[config.mk]
export PLATFORM = sky130hd
export DESIGN_NAME = spi_frame_sniffer
export DESIGN_NICKNAME = d
export VERILOG_FILES = /design/src/rtl/sniff_pkg.sv /design/src/rtl/sniff_sync.sv /design/src/rtl/sniff_capture.sv /design/src/rtl/sniff_decode.sv /design/src/rtl/spi_frame_sniffer.sv
export SDC_FILE = /design/constraint.sdc
export NUM_CORES = 1
export LEC_CHECK = 0
export BUFFER_PORTS_ARGS = -buffer_cell sky130_fd_sc_hd__buf_4
export CAP_MARGIN = 20
export CELL_PAD_IN_SITES_DETAIL_PLACEMENT = 1
export CELL_PAD_IN_SITES_GLOBAL_PLACEMENT = 1
export CORE_ASPECT_RATIO = 1.1
export CORE_MARGIN = 3
export CORE_UTILIZATION = 46
export CTS_BUF_LIST = sky130_fd_sc_hd__clkbuf_4 sky130_fd_sc_hd__clkbuf_8
export DETAILED_ROUTE_END_ITERATION = 7
export GPL_TIMING_DRIVEN = 0
export PLACE_DENSITY = 0.87
export SLEW_MARGIN = 20
export SYNTH_ARGS = -nofsm -noshare
export SYNTH_HDL_FRONTEND = slang
export SYNTH_SLANG_ARGS = --single-unit
[constraint.sdc]
create_clock -name clk_i -period 2.3 [get_ports clk_i]
set_input_delay 0.46 -clock clk_i [delete_from_list [all_inputs] [get_ports clk_i]]
set_output_delay 0.46 -clock clk_i [all_outputs]
set_load 0.01 [all_outputs]
[src/rtl/sniff_pkg.sv]
package sniff_pkg;
  localparam logic [15:0] CMD_READ_CH0 = 16'h428B;
  localparam logic [15:0] CMD_READ_CH1 = 16'h528B;

  typedef struct packed {
    logic len;
    logic mismatch;
    logic illegal;
    logic echo;
  } frame_err_t;
endpackage

[src/rtl/sniff_sync.sv]
module sniff_sync #(
  parameter int unsigned W = 4
) (
  input  logic         clk_i,
  input  logic         rst_ni,
  input  logic [W-1:0] d_i,
  output logic [W-1:0] q_o
);
  for (genvar g = 0; g < W; g++) begin : g_bit
    logic s1, s2;
    always_ff @(posedge clk_i or negedge rst_ni) begin
      if (!rst_ni) begin
        s1 <= 1'b0;
        s2 <= 1'b0;
      end else begin
        s1 <= d_i[g];
        s2 <= s1;
      end
    end
    assign q_o[g] = s2;
  end
endmodule

[src/rtl/sniff_capture.sv]
module sniff_capture #(
  parameter int unsigned FRAME_W = 32,
  parameter int unsigned CNT_W   = 6,
  parameter int unsigned TS_W    = 32
) (
  input  logic               clk_i,
  input  logic               rst_ni,
  input  logic               sclk_i,
  input  logic               mosi_i,
  input  logic               miso_i,
  input  logic               cs_i,
  input  logic               cs_active_high_i,
  input  logic               sample_falling_i,
  output logic               done_o,
  output logic [FRAME_W-1:0] mosi_word_o,
  output logic [FRAME_W-1:0] miso_word_o,
  output logic [CNT_W-1:0]   bit_cnt_o,
  output logic [TS_W-1:0]    ts_o
);
  logic            sclk_q, act_q, act, start, take;
  logic [TS_W-1:0] tick_q;

  assign act   = cs_active_high_i ? cs_i : ~cs_i;
  assign start = act & ~act_q;
  assign done_o = ~act & act_q;
  assign take  = act & ~start &
                 (sample_falling_i ? (sclk_q & ~sclk_i) : (~sclk_q & sclk_i));

  always_ff @(posedge clk_i or negedge rst_ni) begin
    if (!rst_ni) begin
      sclk_q <= 1'b0;
      act_q  <= 1'b0;
      tick_q <= '0;
    end else begin
      sclk_q <= sclk_i;
      act_q  <= act;
      tick_q <= tick_q + 1'b1;
    end
  end

  always_ff @(posedge clk_i or negedge rst_ni) begin
    if (!rst_ni) begin
      mosi_word_o <= '0;
      miso_word_o <= '0;
      bit_cnt_o   <= '0;
      ts_o        <= '0;
    end else if (start) begin
      mosi_word_o <= '0;
      miso_word_o <= '0;
      bit_cnt_o   <= '0;
      ts_o        <= tick_q;
    end else if (take) begin
      mosi_word_o <= {mosi_word_o[FRAME_W-2:0], mosi_i};
      miso_word_o <= {miso_word_o[FRAME_W-2:0], miso_i};
      if (bit_cnt_o != '1) bit_cnt_o <= bit_cnt_o + 1'b1;
    end
  end
endmodule

[src/rtl/sniff_decode.sv]
module sniff_decode
  import sniff_pkg::*;
#(
  parameter int unsigned CMD_W = 16,
  parameter int unsigned RAW_W = 12,
  parameter int unsigned CNT_W = 6,
  parameter int unsigned TS_W  = 32
) (
  input  logic                 clk_i,
  input  logic                 rst_ni,
  input  logic                 done_i,
  input  logic [2*CMD_W-1:0]   mosi_word_i,
  input  logic [2*CMD_W-1:0]   miso_word_i,
  input  logic [CNT_W-1:0]     bit_cnt_i,
  input  logic [TS_W-1:0]      ts_i,
  input  logic                 ack_i,
  output logic                 valid_o,
  output logic                 trig_o,
  output logic [CMD_W-1:0]     cmd_o,
  output logic [CMD_W-1:0]     rpt_o,
  output logic [RAW_W-1:0]     raw_o,
  output logic [CMD_W-RAW_W-1:0] rsvd_o,
  output logic [CMD_W-1:0]     echo_o,
  output logic [RAW_W:0]       mv_o,
  output logic                 chan_o,
  output logic [CNT_W-1:0]     len_o,
  output logic [TS_W-1:0]      ts_o,
  output frame_err_t           err_o,
  output logic                 ovf_o
);
  localparam int unsigned FRAME_W = 2 * CMD_W;
  localparam int unsigned RSVD_W  = CMD_W - RAW_W;

  logic [CMD_W-1:0]  cmd, rpt, echo;
  logic [RAW_W-1:0]  raw;
  logic [RSVD_W-1:0] rsvd;
  frame_err_t        err;
  logic              unread_q;

  assign cmd  = mosi_word_i[FRAME_W-1 -: CMD_W];
  assign rpt  = mosi_word_i[CMD_W-1:0];
  assign echo = miso_word_i[FRAME_W-1 -: CMD_W];
  assign rsvd = miso_word_i[CMD_W-1 -: RSVD_W];
  assign raw  = miso_word_i[RAW_W-1:0];

  always_comb begin
    err.len      = bit_cnt_i != CNT_W'(FRAME_W);
    err.mismatch = cmd != rpt;
    err.illegal  = (cmd != CMD_W'(CMD_READ_CH0)) && (cmd != CMD_W'(CMD_READ_CH1));
    err.echo     = echo != cmd;
  end

  always_ff @(posedge clk_i or negedge rst_ni) begin
    if (!rst_ni) begin
      valid_o  <= 1'b0;
      trig_o   <= 1'b0;
      unread_q <= 1'b0;
      ovf_o    <= 1'b0;
    end else begin
      valid_o <= done_i;
      trig_o  <= done_i & ~err.len;
      if (done_i) begin
        ovf_o    <= unread_q & ~ack_i;
        unread_q <= 1'b1;
      end else if (ack_i) begin
        unread_q <= 1'b0;
      end
    end
  end

  always_ff @(posedge clk_i or negedge rst_ni) begin
    if (!rst_ni) begin
      cmd_o  <= '0;
      rpt_o  <= '0;
      raw_o  <= '0;
      rsvd_o <= '0;
      echo_o <= '0;
      mv_o   <= '0;
      chan_o <= 1'b0;
      len_o  <= '0;
      ts_o   <= '0;
      err_o  <= '0;
    end else if (done_i) begin
      cmd_o  <= cmd;
      rpt_o  <= rpt;
      raw_o  <= raw;
      rsvd_o <= rsvd;
      echo_o <= echo;
      mv_o   <= {raw, 1'b0};
      chan_o <= cmd == CMD_W'(CMD_READ_CH1);
      len_o  <= bit_cnt_i;
      ts_o   <= ts_i;
      err_o  <= err;
    end
  end
endmodule

[src/rtl/spi_frame_sniffer.sv]
module spi_frame_sniffer
  import sniff_pkg::*;
#(
  parameter int unsigned CMD_W = 16,
  parameter int unsigned RAW_W = 12,
  parameter int unsigned CNT_W = 6,
  parameter int unsigned TS_W  = 32
) (
  input  logic                   clk_i,
  input  logic                   rst_ni,
  input  logic                   sclk_i,
  input  logic                   mosi_i,
  input  logic                   miso_i,
  input  logic                   cs_i,
  input  logic                   cs_active_high_i,
  input  logic                   sample_falling_i,
  input  logic                   rec_ack_i,
  output logic                   rec_valid_o,
  output logic                   trig_o,
  output logic [CMD_W-1:0]       rec_cmd_o,
  output logic [CMD_W-1:0]       rec_rpt_o,
  output logic [RAW_W-1:0]       rec_raw_o,
  output logic [CMD_W-RAW_W-1:0] rec_rsvd_o,
  output logic [CMD_W-1:0]       rec_echo_o,
  output logic [RAW_W:0]         rec_mv_o,
  output logic                   rec_chan_o,
  output logic [CNT_W-1:0]       rec_len_o,
  output logic [TS_W-1:0]        rec_ts_o,
  output logic                   err_len_o,
  output logic                   err_mismatch_o,
  output logic                   err_illegal_o,
  output logic                   err_echo_o,
  output logic                   rec_ovf_o
);
  localparam int unsigned FRAME_W = 2 * CMD_W;

  logic [3:0]         bus_s;
  logic               done;
  logic [FRAME_W-1:0] mosi_word, miso_word;
  logic [CNT_W-1:0]   bit_cnt;
  logic [TS_W-1:0]    ts_start;
  frame_err_t         err;

  sniff_sync #(.W(4)) u_sync (
    .clk_i  (clk_i),
    .rst_ni (rst_ni),
    .d_i    ({cs_i, miso_i, mosi_i, sclk_i}),
    .q_o    (bus_s)
  );

  sniff_capture #(.FRAME_W(FRAME_W), .CNT_W(CNT_W), .TS_W(TS_W)) u_cap (
    .clk_i            (clk_i),
    .rst_ni           (rst_ni),
    .sclk_i           (bus_s[0]),
    .mosi_i           (bus_s[1]),
    .miso_i           (bus_s[2]),
    .cs_i             (bus_s[3]),
    .cs_active_high_i (cs_active_high_i),
    .sample_falling_i (sample_falling_i),
    .done_o           (done),
    .mosi_word_o      (mosi_word),
    .miso_word_o      (miso_word),
    .bit_cnt_o        (bit_cnt),
    .ts_o             (ts_start)
  );

  sniff_decode #(.CMD_W(CMD_W), .RAW_W(RAW_W), .CNT_W(CNT_W), .TS_W(TS_W)) u_dec (
    .clk_i       (clk_i),
    .rst_ni      (rst_ni),
    .done_i      (done),
    .mosi_word_i (mosi_word),
    .miso_word_i (miso_word),
    .bit_cnt_i   (bit_cnt),
    .ts_i        (ts_start),
    .ack_i       (rec_ack_i),
    .valid_o     (rec_valid_o),
    .trig_o      (trig_o),
    .cmd_o       (rec_cmd_o),
    .rpt_o       (rec_rpt_o),
    .raw_o       (rec_raw_o),
    .rsvd_o      (rec_rsvd_o),
    .echo_o      (rec_echo_o),
    .mv_o        (rec_mv_o),
    .chan_o      (rec_chan_o),
    .len_o       (rec_len_o),
    .ts_o        (rec_ts_o),
    .err_o       (err),
    .ovf_o       (rec_ovf_o)
  );

  assign err_len_o      = err.len;
  assign err_mismatch_o = err.mismatch;
  assign err_illegal_o  = err.illegal;
  assign err_echo_o     = err.echo;
endmodule

==> reports/results.txt, run 1 <==
Worst-path cell with the longest stage delay = dfrtp_1
First-pass GRT wire length = 47.4 mm
Htree depth = 2
Worst Skew = 0.0193 ns
Max incr delay on CP = 0.40 ns
Clock latency on the worst-skew pair = 0.55 ns
Status = finished, final reports clean
Post-synth EDFFs = 0
Die Y = 164 um
Fin. max-slew vios = 0
Maximum VDD drop = 0.396 mV
Root Driver = clkbuf_8
DRT Pass-1 Iters = 5
Slew Limit Headroom = 43.3%
HP Class = input pin to flip-flop
Nets = 1,294
Clock Pin Slew Worst Setup and Hold Paths = 0.07 ns
CP max FO = 10
Final ANT Viol Nets = 0
N_diodes = 0
Setup violations, final = 0
Worst path cell trace = xor2_2, nand2_1, inv_1, clkbuf_4, buf_2, nand2_1, nand2_1
Setup bufs post-CTS = 0
CP bufs+invs = 3
Final wirelength = 29.0 mm
Max cap viols = 0
Initial Util = 47.0%
CP delay by family, top = buffers and inverters
Hold Fails Final Rpt = 0
CP arrival = 2.64 ns
TritonCTS clock tree = done
Initial DRC count = 438
Vias in the first global route = 9,009
Initial antenna violation count = 0
Pwr/cell area = 757 nW/um2
Rows = 57
Top cell by count, worst path = nand2_1
Worst-Margin Slew = 0.851 ns
Final HPWL DP = 19.5 mm
CP required = 2.79 ns
Max Root-Sink Buffers = 3
Synth Flop Type = dfrtp_1
Area Overhead vs Synth = 22.8%
Port-buffer cells = 130
All-Layer GR Usage = 24.1%
Hold slack = 0.0239 ns
CTS sink cnt = 255
Async S/R FF share, synth = 100%
Startpoint Class = flip-flop
DRC Markers = 0
Die width = 150 um
Register area share after synthesis = 61.2%
RSZ-0062 raised after global routing = no
Net Count, Synth = 1,115
Total Die Area = 24,500 um2
Fmax = 464 MHz
GP Congestion = 0.803
Num CTS Buffers = 42
Core area = 22,200 um2
Largest net degree at the start of global routing = 86
Syn. warnings = 0
Avg Inst Size Synth = 9.45 um2
Vias = 8,344
Synth unique cells = 47
# IOs = 132
Cells after Synth = 1,103
Post-layout utilization of the core = 57.7%
Seq cells post-synth = 255
GRT overflow = 0
Synth Cell Area = 10,400 um2
CP endpoint kind = flip-flop
Fin crit share = 93.6%
Worst setup path class = flip-flop to flip-flop
Leak = 6.60 nW
Vias/cell = 5.19
Layout cell share with drive strength beyond 1 = 19.7%
Tmin final = 2.15 ns
DR WL/cell = 18.0 um
-- cells in the mapped netlist (11+ instances only) --
master    count  area share, %
nand3_1      18           0.86
nand4_1      17            1.0
a21oi_1      64            3.1
clkbuf_1     34            1.2
dfrtp_1     255             61
o21ai_0      14           0.67
nor2_1       12           0.43
xnor2_1      56            4.7
buf_4        13           0.94
buf_2        18           0.86
inv_1        11           0.40
nand2_1     525             19
-- cell families after synthesis --
logic type               after synthesis  share of synthesized area (%)
flip-flops                           255                           61.2
buffers and inverters                 82                           4.07
other                                  1                         0.0360
AND/OR/NAND/NOR                      609                           24.2
AO/OA/AOI/OAI                         87                           4.55
XOR/XNOR                              64                           5.38
multiplexers                           2                          0.204
adder cells (fa/ha/maj)                3                          0.360
-- report_power, final --
group          leakage [nW]  internal [mW]  switching, mW
logic                  2.63          0.217          0.525
clock network         0.478           2.42           1.84
registers              3.49           4.59         0.0845
-- metrics by stage --
| step | setup WS [ns] | cell area, um2 | instances | power [mW] | setup TNS (ns) |
|---|---|---|---|---|---|
| after floorplan | 0.649 | 10400 | 1103 | 5.09 | 0 |
| after global placement | -1.31 | 11800 | 1528 | 5.44 | -345.76 |
| after detailed placement | -0.396 | 11900 | 1531 | 5.50 | -27.58 |
| after CTS | 0.0527 | 12800 | 1607 | 9.78 | 0 |
| after global routing | 0.0521 | 12800 | 1607 | 10.1 | 0 |
| final | 0.146 | 12800 | 1607 | 9.68 | 0 |
-- sequential cells by signal, summed over array words and instances, names as in the netlist, 6 cells and up --
| name | flops |
|---|---|
| u_dec.rpt_o | 16 |
| u_cap.tick_q | 32 |
| u_dec.len_o | 6 |
| u_cap.bit_cnt_o | 6 |
| u_dec.cmd_o | 16 |
| u_dec.raw_o | 12 |
| u_cap.mosi_word_o | 32 |
| u_cap.ts_o | 32 |
| u_dec.echo_o | 16 |
| u_dec.ts_o | 32 |
| u_cap.miso_word_o | 32 |
-- worst reg2reg max path, cell delays in order (launching register included) --
cell and delay (ns):
dfrtp_1 0.40, xor2_2 0.34, nand2_1 0.23, inv_1 0.28
clkbuf_4 0.37, buf_2 0.29, nand2_1 0.12, nand2_1 0.07
-- layer usage --
layer	vias to the layer above	routed length [um]	track usage [%]
li1	3856	-	-
met1	4194	11600	29.9
met2	224	15300	43.4
met3	70	1410	4.11
met4	0	745	7.16
met5	-	0	0
-- worst paths after layout --
kind                                    start                 end  slack, ns  depth (start not counted)
max                        u_sync.g_bit[3].s2       u_dec.ts_o[9]       0.15                          7
min                                    miso_i  u_sync.g_bit[2].s1       0.02                          1
max reg2reg                u_sync.g_bit[3].s2       u_dec.ts_o[9]       0.15                          7
min reg2reg                u_sync.g_bit[3].s1  u_sync.g_bit[3].s2       0.35                          0
max in group asynchronous              rst_ni      u_cap.ts_o[24]       0.88                          4
min in group asynchronous              rst_ni      u_dec.raw_o[1]       0.36                          2
-- layout make-up --
class,instances,area (um2)
Fill cell,2559,9380
Sequential cell,255,6380
Multi-Input combinational cell,766,3620
Timing Repair Buffer,135,1090
Clock buffer,66,833
Buffer,71,388
Tap cell,295,369
Clock inverter,8,73.8
Inverter,11,41.3
-- timing repair --
action	CTS	global route
setup endpoints to repair	91	37
hold buffers	2	0
endpoints found under the hold margin	31	0
gates resized for setup	2	3
-- layout by cell type, fill, tap and decap left out, types with 7 or more instances in the layout --
cell,n
a21oi_1,64
buf_2,17
buf_4,142
clkbuf_1,32
clkbuf_4,13
clkbuf_8,54
dfrtp_1,255
inv_1,11
nand2_1,525
nand3_1,18
nand4_1,17
nor2_1,12
o21ai_0,14
xnor2_1,56
xor2_1,7
Power figures use the tool's default switching activity.
==> run 2: changes to the inputs <==
Settings changed: BUFFER_PORTS_ARGS -buffer_cell sky130_fd_sc_hd__buf_4 to not set, CORE_UTILIZATION 46 to 51, DONT_BUFFER_PORTS set to 1.
==> reports/results.txt, run 2 (synthesis results as in run 1) <==
Post-route setup slack = 0.200 ns
Final HPWL DP = 17.7 mm
CP endpoint = u_cap.bit_cnt_o[0]
N_diodes = 0
Fillcell total = 2,251
Worst setup path class = flip-flop to flip-flop
Status = finished, violations left
First-pass GRT wire length = 44.4 mm
Max cap viols = 0
CP bufs+invs = 2
TritonCTS clock tree = done
CP endpoint kind = flip-flop
Leak = 5.83 nW
Largest net degree at the start of global routing = 256
Maximum VDD drop = 0.658 mV
# IOs = 132
Nets = 1,163
Die width = 142 um
Startpoint Class = flip-flop
Clock Pin Slew Worst Setup and Hold Paths = 0.06 ns
CP startpoint = u_sync.g_bit[3].s2
CP required = 2.69 ns
Final wirelength = 26.9 mm
FF/Latch Area = 6380 um2
Fin crit share = 91.3%
Fin. max-slew vios = 0
DRC Markers = 0
CP arrival = 2.49 ns
Fmax = 476 MHz
# hold bufs at CTS = 4
Setup violations, final = 0
TNS Setup = 0 ns
Final ANT Viol Nets = 0
Slew Limit Headroom = 42.1%
Hold Fails Final Rpt = 255
Setup WS pre-CTS = -0.0527 ns
Rows = 54
GP Congestion = 0.786
Final Non-Filler Cells = 1,425
Layout cell share with drive strength beyond 1 = 9.89%
GRT overflow = 0
Worst reg2reg path startpoint = u_sync.g_bit[3].s2
Pwr/cell area = 792 nW/um2
Post-layout utilization of the core = 58.2%
Initial Util = 52.3%
Vias = 7,754
R2R depth = 5
Worst-path cell with the longest stage delay = clkbuf_1
Total Die Area = 22,200 um2
Setup bufs post-CTS = 0
Area occupied by multi-input gates = 3620 um2
Reg2Reg Setup Slack = 0.20 ns
Area Overhead vs Synth = 11.4%
Core area = 19,900 um2
Initial antenna violation count = 0
Tmin final = 2.10 ns
Die Y = 156 um
Terminus of the critical flop-to-flop path = u_cap.bit_cnt_o[0]
Worst-Margin Slew = 0.862 ns
All-Layer GR Usage = 25.0%
Clock latency on the worst-skew pair = 0.54 ns
Initial DRC count = 400
Root Driver = clkbuf_8
DRT Pass-1 Iters = 4
Cell depth of the worst setup path = 5
Commonest non-fill, non-tap cell in the layout = nand2_1
Failing checks = hold timing
Worst path cell trace = xor2_2, nor2_1, clkbuf_1, clkbuf_1, nor2_1
Placed Cells = 1,355
HP Class = input pin to asynchronous set/reset pin
RSZ-0062 raised after global routing = no
Num CTS Buffers = 42
Worst Skew = 0.0154 ns
Commonest non-fill, non-tap cells in the layout = nand2_1 (525), dfrtp_1 (255), a21oi_1 (64), xnor2_1 (56), clkbuf_8 (49)
CTS sink cnt = 255
Hold slack = -0.373 ns
CP max FO = 10
Vias in the first global route = 8,471
Vias/cell = 5.44
Max Root-Sink Buffers = 3
Port-buffer cells = 0
DR WL/cell = 18.9 um
Max incr delay on CP = 0.57 ns
Total power = 9.19 mW
CP delay by family, top = buffers and inverters
Htree depth = 2
run 2: cell types whose count changed in the layout (fill, tap and decap cells not counted), moves of 2 or more:
| cell | before | now |
|---|---|---|
| buf_16 | 3 | 0 |
| dlygate4sd3_1 | 2 | 4 |
| clkbuf_8 | 54 | 49 |
| clkinv_2 | 4 | 0 |
| clkbuf_4 | 13 | 15 |
| buf_4 | 142 | 13 |
run 2: final cells by class:
type | instances | share of cell area [%]
Timing Repair Buffer | 4 | 0.345
Buffer | 71 | 3.31
Clock inverter | 2 | 0.323
Clock buffer | 64 | 6.78
Multi-Input combinational cell | 766 | 31.2
Sequential cell | 255 | 55.0
Inverter | 11 | 0.356
Tap cell | 252 | 2.72
run 2: how the worst min path moves through the flow:
| stage | start | end | depth (start not counted) |
|---|---|---|---|
| 6_report | rst_ni | u_dec.raw_o[2] | 0 |
| 5_1_grt | rst_ni | u_dec.raw_o[2] | 0 |
| 4_1_cts | rst_ni | u_dec.raw_o[3] | 0 |
| 3_5_place_dp | rst_ni | u_dec.raw_o[3] | 0 |
| 3_3_place_gp | rst_ni | u_dec.raw_o[1] | 0 |
| 2_1_floorplan | rst_ni | u_cap.act_q | 0 |
run 2: per-layer routing:
metal	global-route usage, %	vias to the layer above	wire (um)
met2	43.8	207	13900
li1	-	3578	-
met3	6.07	75	1650
met5	0	-	0
met4	9.46	0	894
met1	30.0	3894	10500
run 2: through the flow:
step | hold slack, ns | instance area, um2
6_report | -0.373 | 11600
5_1_grt | -0.406 | 11600
2_1_floorplan | 0.164 | 10400
3_5_place_dp | 0.172 | 10700
3_3_place_gp | 0.174 | 10700
4_1_cts | -0.395 | 11600
run 2: power breakdown:
group	total [mW]	internal [mW]	switching, mW	leakage [nW]
combinational	0.485	0.120	0.365	1.90
clock	4.00	2.26	1.73	0.436
sequential	4.71	4.60	0.114	3.49
total	9.19	6.98	2.21	5.83
run 2: repair_timing:
action	in CTS	in global routing
resized for setup	1	1
pin swaps	0	0
hold endpoints to repair	259	255
endpoints found under the setup margin	1	81
